### config.mk
export PLATFORM = sky130hd
export DESIGN_NAME = sseq_top
export DESIGN_NICKNAME = d
export VERILOG_FILES = /design/src/rtl/sseq_pkg.sv /design/src/rtl/sseq_sync.sv /design/src/rtl/sseq_timer.sv /design/src/rtl/sseq_ramp.sv /design/src/rtl/sseq_ctrl.sv /design/src/rtl/sseq_top.sv
export SDC_FILE = /design/constraint.sdc
export NUM_CORES = 1
export LEC_CHECK = 0
export BUFFER_PORTS_ARGS = -buffer_cell sky130_fd_sc_hd__buf_2
export CORE_AREA = 4 4 63 65
export DETAILED_ROUTE_END_ITERATION = 8
export DIE_AREA = 0 0 67 69
export PLACE_DENSITY = 0.68
export SLEW_MARGIN = 40
export SYNTH_ARGS = -nofsm -noshare
export SYNTH_HDL_FRONTEND = slang
export SYNTH_SLANG_ARGS = --single-unit
### constraint.sdc
create_clock -name clk -period 2.7 [get_ports clk]
set_input_delay 0 -clock clk [delete_from_list [all_inputs] [get_ports clk]]
set_output_delay 0 -clock clk [all_outputs]
set_load 0.01 [all_outputs]
### src/rtl/sseq_pkg.sv
package sseq_pkg;
  typedef enum logic [2:0] {
    ST_IDLE  = 3'd0,
    ST_WAIT  = 3'd1,
    ST_RAMP  = 3'd2,
    ST_RUN   = 3'd3,
    ST_FAULT = 3'd4
  } sseq_state_t;
endpackage

### src/rtl/sseq_sync.sv
module sseq_sync #(
  parameter int W = 1
) (
  input  logic         clk,
  input  logic         rst_n,
  input  logic [W-1:0] d,
  output logic [W-1:0] q
);
  logic [W-1:0] meta;

  always_ff @(posedge clk or negedge rst_n) begin
    if (!rst_n) begin
      meta <= '0;
      q    <= '0;
    end else begin
      meta <= d;
      q    <= meta;
    end
  end
endmodule

### src/rtl/sseq_timer.sv
module sseq_timer #(
  parameter int TW = 10
) (
  input  logic          clk,
  input  logic          rst_n,
  input  logic          clr,
  input  logic          inc,
  output logic [TW-1:0] cnt
);
  always_ff @(posedge clk or negedge rst_n) begin
    if (!rst_n)   cnt <= '0;
    else if (clr) cnt <= '0;
    else if (inc) cnt <= cnt + 1'b1;
  end
endmodule

### src/rtl/sseq_ramp.sv
module sseq_ramp #(
  parameter int CW    = 7,
  parameter int FINAL = 64
) (
  input  logic          clk,
  input  logic          rst_n,
  input  logic          clr,
  input  logic          step,
  output logic [CW-1:0] code
);
  localparam logic [CW-1:0] TOP = CW'(FINAL);

  always_ff @(posedge clk or negedge rst_n) begin
    if (!rst_n)                       code <= '0;
    else if (clr)                     code <= '0;
    else if (step && code != TOP)     code <= code + 1'b1;
  end
endmodule

### src/rtl/sseq_ctrl.sv
module sseq_ctrl
  import sseq_pkg::*;
#(
  parameter int TW           = 10,
  parameter int CW           = 7,
  parameter int DELAY_CYCLES = 1024,
  parameter int STEP_CYCLES  = 16,
  parameter int STEPS        = 64
) (
  input  logic          clk,
  input  logic          rst_n,
  input  logic          supply_s,
  input  logic          en_s,
  input  logic          uv_s,
  input  logic [TW-1:0] cnt,
  input  logic [CW-1:0] code,
  output sseq_state_t   state,
  output logic          timer_clr,
  output logic          timer_inc,
  output logic          ramp_clr,
  output logic          ramp_step
);
  localparam logic [TW-1:0] DLY_LAST  = TW'(DELAY_CYCLES - 1);
  localparam logic [TW-1:0] STEP_LAST = TW'(STEP_CYCLES - 1);
  localparam logic [CW-1:0] PRE_TOP   = CW'(STEPS - 1);

  sseq_state_t state_n;

  assign ramp_step = (state == ST_RAMP) && (cnt == STEP_LAST);

  always_comb begin
    state_n = state;
    if (!supply_s || !en_s) begin
      state_n = ST_IDLE;
    end else begin
      case (state)
        ST_IDLE:  state_n = ST_WAIT;
        ST_WAIT:  if (cnt == DLY_LAST) state_n = ST_RAMP;
        ST_RAMP:  if (ramp_step && code == PRE_TOP) state_n = ST_RUN;
        ST_RUN:   if (uv_s) state_n = ST_FAULT;
        ST_FAULT: state_n = ST_FAULT;
        default:  state_n = ST_IDLE;
      endcase
    end
  end

  assign timer_clr = (state_n != state) || ramp_step;
  assign timer_inc = (state == ST_WAIT) || (state == ST_RAMP);
  assign ramp_clr  = (state_n == ST_IDLE) || (state_n == ST_WAIT) ||
                     (state_n == ST_FAULT);

  always_ff @(posedge clk or negedge rst_n) begin
    if (!rst_n) state <= ST_IDLE;
    else        state <= state_n;
  end
endmodule

### src/rtl/sseq_top.sv
module sseq_top
  import sseq_pkg::*;
#(
  parameter int DELAY_CYCLES = 1024,
  parameter int STEP_CYCLES  = 16,
  parameter int STEPS        = 64,
  localparam int CW          = $clog2(STEPS + 1)
) (
  input  logic          clk,
  input  logic          rst_n,
  input  logic          supply_ok,
  input  logic          enable,
  input  logic          uv_flag,
  output logic [CW-1:0] ref_code,
  output logic          gate_en,
  output logic          ss_done
);
  localparam int LONGEST = (DELAY_CYCLES > STEP_CYCLES) ? DELAY_CYCLES : STEP_CYCLES;
  localparam int TW      = $clog2(LONGEST) + 1;

  logic [2:0]    flags_s;
  logic [TW-1:0] cnt;
  logic          timer_clr, timer_inc, ramp_clr, ramp_step;
  sseq_state_t   state;

  sseq_sync #(.W(3)) u_sync (
    .clk   (clk),
    .rst_n (rst_n),
    .d     ({supply_ok, enable, uv_flag}),
    .q     (flags_s)
  );

  sseq_timer #(.TW(TW)) u_timer (
    .clk   (clk),
    .rst_n (rst_n),
    .clr   (timer_clr),
    .inc   (timer_inc),
    .cnt   (cnt)
  );

  sseq_ramp #(.CW(CW), .FINAL(STEPS)) u_ramp (
    .clk   (clk),
    .rst_n (rst_n),
    .clr   (ramp_clr),
    .step  (ramp_step),
    .code  (ref_code)
  );

  sseq_ctrl #(
    .TW(TW), .CW(CW), .DELAY_CYCLES(DELAY_CYCLES),
    .STEP_CYCLES(STEP_CYCLES), .STEPS(STEPS)
  ) u_ctrl (
    .clk       (clk),
    .rst_n     (rst_n),
    .supply_s  (flags_s[2]),
    .en_s      (flags_s[1]),
    .uv_s      (flags_s[0]),
    .cnt       (cnt),
    .code      (ref_code),
    .state     (state),
    .timer_clr (timer_clr),
    .timer_inc (timer_inc),
    .ramp_clr  (ramp_clr),
    .ramp_step (ramp_step)
  );

  assign gate_en = (state == ST_RAMP) || (state == ST_RUN);
  assign ss_done = (state == ST_RUN);
endmodule

==> results_dict.tcl, run 1 <==
set metrics [dict create \
    synth_edf_count 0 \
    syn-num-nets 158 \
    setup_viol 0 \
    cts_max_level 1 \
    first_iter_violations 91 \
    grtUsageMet2_pct 23.03 \
    synth_top_family_by_area "simple AND/OR/NAND/NOR gates" \
    p_comb_share_pct 7.4 \
    slew_violations 0 \
    overflow 0 \
    grt_pass1_vias 1141 \
    r2r-start "u_ctrl.state[2]" \
    p_seq_share_pct 65.5 \
    cap_violations 0 \
    rows 21 \
    yosys-top-cells-area "dfrtp_1 (45%), nand3_1 (3.7%), xor2_1 (3.5%), a21oi_1 (3.4%), o21ai_0 (3.4%)" \
    clock_path_buffers 2 \
    ir_drop_mv 0.2653 \
    fillerInstances 341 \
    use_met1_pct 19.55 \
    wl_um 2998 \
    synth.mux.area_fraction_pct 0.6728 \
    die_h_um 69 \
    synth_ff_type "dfrtp_1" \
    crit_end "u_ramp.code[2]" \
    grt_pass1_wl_um 5278 \
    synthDominantCellAreaShare_pct 45.42 \
    crit_start "u_ctrl.state[2]" \
    p_clk_share_pct 27.1 \
    synthXorXnorAreaFrac_pct 7.149 \
    crit_required_ps 2950 \
    io-pin-count 14 \
    yosys.area_share.simple_pct 29.02 \
    p_leak_nw 0.6728 \
    seq_area_frac_synth_pct 45.42 \
    num_vias 1188 \
    grt.total_usage_pct 14.17 \
    placed_cells 204 \
    tightest_slew_ps 673.6 \
    synthAdderAreaFrac_pct 2.523 \
    layout_commonest_cell "dfrtp_1" \
    cts_tree "done" \
    finalCritPeriodShare_pct 78.71 \
    ys_ff_latch 27 \
    min_period_ps 2125 \
    synth_compound_area_share_pct 10.68 \
    drc 0 \
    drive_above_1_share_pct 14.46 \
    dr.pass1.iters 4 \
    p_sw_w 0.0001594 \
    clock-sinks 27 \
    critPathKind "reg -> reg" \
    cp_max_fo 13 \
    syn-mean-instance-area_um2 9.918 \
    intPower_w 0.0004910 \
    synth_cells 150 \
    finClkSkew_ps 22.86 \
    r2r_cells 5 \
    switching_share_pct 24.51 \
    insertion_delay_ps 340 \
    cts_buffers 3 \
    start_kind "register" \
    synth.distinct_cells 39 \
    start_util_pct 44.58 \
    diodes 0 \
    r2r-end "u_ramp.code[2]" \
    grt_start_max_net_pins 28 \
    critical_path_arrival_ps 2370 \
    drt-wirelength-per-cell_um 14.14 \
    rrSetupSlack_ps 570 \
    rsz0062_at_grt "no" \
    chipWidth_um 67 \
    cts_root_buf "clkbuf_4" \
    layout_common_cells "dfrtp_1 (27), buf_2 (13), nand3_1 (11)" \
    timing.fmax_mhz 470.6 \
    async_reset_ff_share_pct 100.0 \
    worstSetupEndpointType "register" \
    area_delta_synth_final_pct 10.51 \
    timing.final.hold_violations 0 \
    viasPerCell 5.604 \
    outcome "finished clean" \
    final_cells 212 \
    tns_ps 0 \
    place.gp.congestion 0.8610 \
    min_path_type "in -> async" \
    layout.nets 175 \
    synth_largest_area_cell "dfrtp_1" \
    syn_area_um2 1488 \
    power_density_nw_per_um2 395.6 \
    antenna_found_initial 0 \
    relSlewSlack_pct 55.10 \
    gr-max-usage-layer "met2" \
    antenna_left 0 \
    dieArea_um2 4623 \
    hpwl_um 2271 \
    portBuffers 13 \
    clkSlewWorstSetupHoldPaths_ps 160 \
    core_um2 3337 \
    grtUsageMet3_pct 2.597 \
    ys_warn_count 0 \
]
flip-flops by register name, indices dropped and copies added (netlist names):
signal,cells
u_timer.cnt,11
u_ramp.code,7
u_ctrl.state,3
u_sync.meta,3
u_sync.q,3
cell usage after synthesis (2+ instances only):
master	number
or4_1	3
nor3_1	7
nor2_1	10
or3_1	4
inv_1	9
or4b_1	2
nand4_1	2
ha_1	3
a21oi_1	10
o21ai_0	10
nor3_4	2
and3_1	2
buf_2	3
nand3_1	11
nand2_1	7
and3b_1	3
dfrtp_1	27
xnor2_1	3
nor4_1	4
and2_1	2
xor2_1	6
a211oi_1	3
cell type report:
class | count | area (µm²) | share of cell area (%)
tap | 46 | 57.56 | 3.501
timing repair buffer | 17 | 105.1 | 6.393
inverter | 9 | 33.78 | 2.055
clock inverter | 1 | 5.005 | 0.3044
sequential | 27 | 675.6 | 41.10
multi-input combinational | 109 | 744.5 | 45.28
clock buffer | 3 | 22.52 | 1.370
timing repair:
| action | CTS | global route |
|---|---|---|
| buffers inserted | 0 | 0 |
| endpoints found under the hold margin | 30 | 0 |
| hold buffers | 4 | 0 |
| resized for setup | 0 | 0 |
worst max-delay path, cell delays in order (launching register included):
cell and delay [ps]:
dfrtp_1 570, nand2b_2 270, inv_1 130, nand4_1 330, or4_1 580, a21oi_1 150
power groups by stage:
stage / Combinational, W / Clock, W / Sequential [W]
after global routing: 0.0000551 / 0.000198 / 0.000428
after floorplan: 0.0000316 / 0 / 0.000429
after global placement: 0.0000416 / 0 / 0.000433
final: 0.0000481 / 0.000177 / 0.000426
after detailed placement: 0.0000443 / 0 / 0.000434
after CTS: 0.0000489 / 0.000181 / 0.000426
routing by layer:
metal,up-vias,wire length (µm)
met5,-,0
met4,0,33
met3,6,137
met2,42,1482
met1,565,1344
li1,575,-
cells by family after synthesis:
kind of cell | count (synthesis)
XOR/XNOR | 10
AO/OA/AOI/OAI | 27
flip-flops | 27
buffers and inverters | 14
adder cells (fa/ha/maj) | 3
multiplexers | 1
AND/OR/NAND/NOR | 68
metrics by stage:
step | setup slack, ps | hold WS (ps) | power [W] | util, % | area, µm²
after floorplan | 1048 | -295.6 | 0.0004608 | - | 1488
after detailed placement | 635.3 | 37.19 | 0.0004778 | 47.24 | 1577
after global placement | 714.4 | 31.92 | 0.0004742 | 47.24 | 1577
final | 575.0 | 167.7 | 0.0006504 | 49.27 | 1644
after CTS | 585.1 | 204.2 | 0.0006557 | 49.27 | 1644
after global routing | 395.6 | 234.9 | 0.0006813 | 49.27 | 1644
worst min-delay path by stage:
stage / slack [ps] / to / depth (start not counted) / start
after floorplan: -300 / u_ctrl.state[0] / 0 / rst_n
after detailed placement: 40 / u_timer.cnt[3] / 1 / rst_n
after global routing: 230 / u_timer.cnt[3] / 2 / rst_n
after global placement: 30 / u_timer.cnt[3] / 1 / rst_n
final: 170 / u_timer.cnt[3] / 2 / rst_n
after CTS: 200 / u_timer.cnt[3] / 2 / rst_n
(Power assumes the default switching activity.)
==> inputs of run 2 (changes only) <==
- ABC_AREA: default -> 1
- PLACE_DENSITY: 0.68 -> 0.7
- clock period: 2.7 -> 1.85 ns (I/O delays scaled with it)
==> run 2 against run 1 <==
Against the previous run:
- design area rose by 2.5%
- sequential share of layout area fell by 1.0 points
- non-clock buffer count grew 1
- sequential power rose by 44%
==> results_dict.tcl, run 2 <==
set metrics [dict create \
    layout_commonest_cell "dfrtp_1" \
    critical_path_arrival_ps 1980 \
    worstSetupEndpointType "register" \
    critPathKind "reg -> reg" \
    crit_end "u_timer.cnt[3]" \
    ys_warn_count 0 \
    reg_top3 "u_timer.cnt (11), u_ramp.code (7)" \
    drc 0 \
    cts_tree "done" \
    cap_violations 0 \
    multi_input_area_um2 733.2 \
    viasPerCell 4.851 \
    layout_common_cells "dfrtp_1 (27), nand2_1 (26), nor2_2 (17)" \
    drt-wirelength-per-cell_um 11.50 \
    area_delta_synth_final_pct 14.06 \
    syn-mean-instance-area_um2 8.541 \
    diodes 0 \
    fillerInstances 329 \
    clock-sinks 27 \
    ys_top_cells_by_count "dfrtp_1 (27), nand2_1 (26), inv_1 (16), nor2_2 (16)" \
    ir_drop_mv 0.3681 \
    chipWidth_um 67 \
    utilization_pct 50.51 \
    overflow 0 \
    cts_buffers 3 \
    r2r-start "u_timer.cnt[1]" \
    cp_max_fo 5 \
    start_kind "register" \
    p_leak_nw 0.7851 \
    synth_edf_count 0 \
    seq_area_frac_synth_pct 45.72 \
    grt_start_max_net_pins 28 \
    synth_cells 173 \
    io-pin-count 14 \
    layout.nets 204 \
    timing.final.hold_violations 0 \
    yosys-top-cells-area "dfrtp_1 (46%), nor2_2 (6.8%), nand2_1 (6.6%), xor2_1 (6.5%), nand3_1 (5.1%)" \
    crit_start "u_timer.cnt[1]" \
    cts_root_buf "clkbuf_4" \
    finalCritPeriodShare_pct 91.72 \
    r2r_cells 11 \
    min_path_type "in -> async" \
    core_um2 3337 \
    tns_ps 0 \
    timing.fmax_mhz 589.3 \
    outcome "finished clean" \
    seq_area_um2 675.6 \
    tightest_slew_ps 583.0 \
    antenna_left 0 \
    die_h_um 69 \
    start_util_pct 44.28 \
    dr.pass1.iters 4 \
    place_area_um2 1597 \
    r2r-end "u_timer.cnt[3]" \
    syn-num-nets 181 \
    largest_reg_flops 11 \
    place.gp.congestion 0.8104 \
    wl_um 2772 \
    fin_area_um2 1685 \
    synth_ff_type "dfrtp_1" \
    synth.distinct_cells 23 \
    drive_above_1_share_pct 28.21 \
    synthDominantCellAreaShare_pct 45.72 \
    place_ws_ps 95.84 \
    first_iter_violations 59 \
    rsz0062_at_grt "yes" \
    setup_viol 0 \
    grt.total_usage_pct 12.90 \
    hpwl_um 1981 \
    rows 21 \
    ys_ff_latch 27 \
    power_density_nw_per_um2 563.7 \
    relSlewSlack_pct 61.13 \
    slew_violations 0 \
    antenna_found_initial 0 \
    finalPower_w 0.0009501 \
    num_vias 1169 \
    finClkSkew_ps 4.248 \
    async_reset_ff_share_pct 100.0 \
    grt_pass1_vias 1115 \
    portBuffers 13 \
    setup_slack_ps 153.1 \
    clkSlewWorstSetupHoldPaths_ps 140 \
    cts_setup_buffers 0 \
    insertion_delay_ps 330 \
    grt_pass1_wl_um 4809 \
    syn_area_um2 1478 \
    clock_path_buffers 2 \
    min_period_ps 1697 \
    synth_largest_area_cell "dfrtp_1" \
    dieArea_um2 4623 \
    cts_max_level 1 \
    largest_register "u_timer.cnt" \
    synth.most_common_cell "dfrtp_1" \
    crit_required_ps 2130 \
    rrSetupSlack_ps 150 \
]
[run 2: cell count changes after synthesis, sizes merged, moves of 5 or more]
cell	change
nand2	+24
nor2	+22
inv	+12
nand3	+7
nand4	+5
nor3	-5
xor2	+5
[run 2: worst max-delay path, stage by stage (launching register included)]
cell and delay (ps):
dfrtp_1 390, ha_2 220, nand2_1 90, nor2_2 110, nand4_1 120, nand2_2 90, nand2_2 70, nand2_1 60
nand2_1 60, nor2_2 180, nand2_2 160, nor2_2 100
[run 2: cell type report]
type	instances	area share (%)
Timing Repair Buffer	18	6.682
Tap cell	46	3.415
Clock inverter	1	0.2970
Multi-Input combinational cell	125	43.50
Clock buffer	3	1.336
Inverter	21	4.677
Sequential cell	27	40.09
[run 2: timing repair]
| action | in CTS | in global routing |
|---|---|---|
| gates resized for setup | 0 | 4 |
| hold endpoints to repair | 30 | 0 |
| hold buffers | 4 | 0 |
| endpoints found under the setup margin | 0 | 13 |
[run 2: worst min path at each step]
stage               startpoint               to  slack (ps)  cells past startpoint
CTS                      rst_n   u_timer.cnt[8]         190                      2
floorplan                rst_n  u_ctrl.state[0]        -300                      0
detailed placement       rst_n   u_timer.cnt[8]          50                      1
finish                   rst_n   u_timer.cnt[9]         180                      2
global route             rst_n   u_sync.meta[1]         250                      2
global placement         rst_n   u_timer.cnt[9]          40                      1
[run 2: logic make-up (layout without fill, tap and decap cells)]
logic type	count (synthesis)	after routing	synth area share, %
simple gates	94	95	32.77
flops	27	27	45.72
buf+inv	22	43	6.097
compound gates	14	14	4.996
xor+xnor	12	12	7.113
fa+ha+maj	3	3	2.540
mux	1	1	0.7620
[run 2: power by group]
part           switching, W  internal, W
logic             0.0000494    0.0000280
registers        0.00000867     0.000605
clock network      0.000178    0.0000813
[run 2: layer usage]
layer  vias up  routed length (µm)  global-route usage, %
met4         0                  10                  2.252
met2        15                1388                  21.18
met1       548                1274                  16.70
li1        603                   -                      -
met3         3                  99                  3.896
met5         -                   0                      0
[run 2: per-stage QoR]
stage	hold WS (ps)	cells
6_report	183.3	241
3_3_place_gp	35.47	232
4_1_cts	194.7	240
3_5_place_dp	45.48	232
5_1_grt	247.5	241
2_1_floorplan	-295.6	173
==> inputs of run 3 (changes only) <==
- CORE_AREA: 4 4 63 65 -> 4 4 66 68
- DIE_AREA: 0 0 67 69 -> 0 0 70 72
- PLACE_DENSITY: 0.7 -> 0.68
- SYNTH_HIERARCHICAL: default -> 1
- clock period: 1.85 -> 1.6 ns (I/O delays scaled with it)
==> run 3 against run 2 <==
Against the previous run:
- the flow now finishes with violations (negative setup slack)
- global-route usage rose by 4.4 points
- cell count up 54%
- register-to-register slack got worse by 540 ps
- first-iteration DRC count rose by 46%
- critical endpoint is now u_timer/cnt[5]
- hold slack gained 84 ps
- area after synthesis up 12%
- synthesized cell count grew 38%
- via count increased by 49%
- combinational power grew 140%
- setup slack worse by 540 ps
- die area increased by 9.0%
- design area increased by 51%
==> results_dict.tcl, run 3 <==
set metrics [dict create \
    outcome "finished, violations left" \
    violations "negative setup slack" \
    synth.most_common_cell "nand2_1" \
    syn_area_um2 1662 \
    grtUsageMet2_pct 30.12 \
    critical_path.most_common_cell "nand2_2" \
    chipWidth_um 70 \
    r2r-start "u_ctrl/state[2]" \
    largest_register "u_timer/cnt" \
    num_vias 1747 \
    clock_path_buffers 2 \
    synthDominantCellAreaShare_pct 40.66 \
    synth_cells 239 \
    timing.final.hold_violations 0 \
    synth_top_family_by_area "simple AND/OR/NAND/NOR gates" \
    synth.distinct_cells 29 \
    dieArea_um2 5040 \
    core_um2 3856 \
    start_util_pct 43.09 \
    viasPerCell 4.709 \
    drc 0 \
    tns_ps -4501 \
    setup_viol 18 \
    grt_pass1_wl_um 7051 \
    crit_chain "inv_4 > nand3_4 > nor2_4 > nand3_2 > nand3_2 > nand2_2 > nand2_2 > nand2_2 > nand2_4 > nor2_4 > buf_6 > nor2_4 > nand2_2 > o21ai_1 > a21oi_1" \
    antenna_found_initial 0 \
    grt_start_max_net_pins 28 \
    clkSlewWorstSetupHoldPaths_ps 100 \
    synth_edf_count 0 \
    crit_required_ps 1770 \
    finClkSkew_ps 3.643 \
    drive_above_1_share_pct 43.30 \
    syn-num-nets 247 \
    dr.pass1.iters 4 \
    overflow 0 \
    relSlewSlack_pct 58.43 \
    crit_slowest_cell "dfrtp_2" \
    use_met1_pct 23.27 \
    synth_compound_area_share_pct 4.593 \
    rsz0062_at_grt "yes" \
    layout_common_cells "nand2_1 (54), buf_4 (52), nor2_1 (31)" \
    io-pin-count 14 \
    synthXorXnorAreaFrac_pct 0.5271 \
    synthAdderAreaFrac_pct 2.259 \
    cap_violations 0 \
    first_iter_violations 86 \
    cts_tree "done" \
    grt_pass1_vias 1573 \
    layout.nets 330 \
    reg_top3 "u_timer/cnt (11), u_ramp/code (7)" \
    cp_slowest_stage_delay_ps 480 \
    yosys.area_share.simple_pct 41.64 \
    fin_hold_ws_ps 266.9 \
    die_h_um 72 \
    syn-mean-instance-area_um2 6.952 \
    clock-sinks 27 \
    p_leak_nw 1.290 \
    rows 23 \
    hpwl_um 2699 \
    cts_max_level 1 \
    min_path_type "in -> async" \
    critical_path_arrival_ps 2160 \
    area_delta_synth_final_pct 53.61 \
    tightest_slew_ps 623.5 \
    yosys-top-cells-area "dfrtp_1 (41%), nand2_1 (16%), nor2_1 (8.8%), inv_1 (7.0%), nand3_1 (6.0%)" \
    worstSetupEndpointType "register" \
    slew_violations 0 \
    drt-wirelength-per-cell_um 12.05 \
    rrSetupSlack_ps -390 \
    async_reset_ff_share_pct 100.0 \
    critPathKind "reg -> reg" \
    fin_area_um2 2552 \
    largest_reg_flops 11 \
    finalPower_w 0.001294 \
    gr-max-usage-layer "met2" \
    ys_top_cells_by_count "nand2_1 (70), nor2_1 (39), inv_1 (31)" \
    start_kind "register" \
    wl_um 4471 \
    seq_area_frac_synth_pct 40.66 \
    insertion_delay_ps 280 \
    crit_start "u_ctrl/state[2]" \
    diodes 0 \
    final_cells 371 \
    cts_root_buf "clkbuf_8" \
    portBuffers 13 \
    ir_drop_mv 0.3910 \
    cp_max_fo 5 \
    ys_ff_latch 27 \
    ys_warn_count 6 \
    place_area_um2 2102 \
    setup_slack_ps -388.8 \
    synth_largest_area_cell "dfrtp_1" \
    grtUsageMet3_pct 2.216 \
    finalCritPeriodShare_pct 124.3 \
    antenna_left 0 \
    min_period_ps 1989 \
    timing.fmax_mhz 502.8 \
    power_density_nw_per_um2 506.8 \
    grt.total_usage_pct 17.33 \
    synth.mux.area_fraction_pct 0 \
    placed_cells 342 \
    cts_buffers 3 \
    synth_ff_type "dfrtp_1" \
    layout_commonest_cell "nand2_1" \
    place.gp.congestion 0.8597 \
]
[run 3: where the power goes]
group | internal [W] | switching, W | total [W]
sequential | 0.000698 | 0.0000103 | 0.000708
combinational | 0.0000901 | 0.0000946 | 0.000185
clock | 0.000175 | 0.000226 | 0.000401
total | 0.000963 | 0.000331 | 0.00129
[run 3: final timing paths]
path / end / depth (start not counted)
worst max-delay path: u_timer/cnt[5] / 15
worst min register to register: u_sync/q[1] / 0
worst min-delay path: u_timer/cnt[1] / 2
min in group clk: u_sync/q[1] / 0
max in group asynchronous: u_ctrl/state[0] / 2
worst max register to register: u_timer/cnt[5] / 15
[run 3: layer usage]
| layer | routed length, µm | share of wire (%) |
|---|---|---|
| met5 | 0 | 0 |
| met2 | 2291 | 51 |
| met1 | 1966 | 44 |
| met3 | 171 | 3.8 |
| met4 | 42 | 0.94 |
[run 3: layout make-up]
| type | instances | area (µm²) |
|---|---|---|
| clock buffers | 3 | 41.29 |
| repair buffers | 80 | 636.9 |
| well taps | 50 | 62.56 |
| multi-input cells | 171 | 969.7 |
| fillers | 331 | 1304 |
| flip-flops and latches | 27 | 679.4 |
| inverters | 39 | 157.7 |
| clock inverters | 1 | 5.005 |
[run 3: through the flow]
stage / utilization, % / worst slack (ps)
floorplan: - / -60.63
finish: 66.19 / -388.8
CTS: 62.10 / -225.7
global route: 66.19 / -492.5
global placement: 54.51 / -241.1
detailed placement: 54.51 / -236.7
[run 3: cells by family after synthesis]
kind of cell | Yosys count
AND/OR/NAND/NOR | 153
AO/OA/AOI/OAI | 14
flip-flops | 27
adder cells (fa/ha/maj) | 3
buffers and inverters | 41
XOR/XNOR | 1
[run 3: what timing repair did]
action,in CTS,in global routing
setup endpoints to repair,18,18
hold buffers,4,0
setup buffers,13,10
hold endpoints to repair,30,0
pin swaps,15,26
resized for setup,23,31
[run 3: worst max-delay path: cells and delay by family (launching register included)]
family	cells	cell delay, ps
buffers and inverters	2	220
AOI/OAI and AO/OA	2	180
DFF	1	480
and+or+nand+nor	11	1010
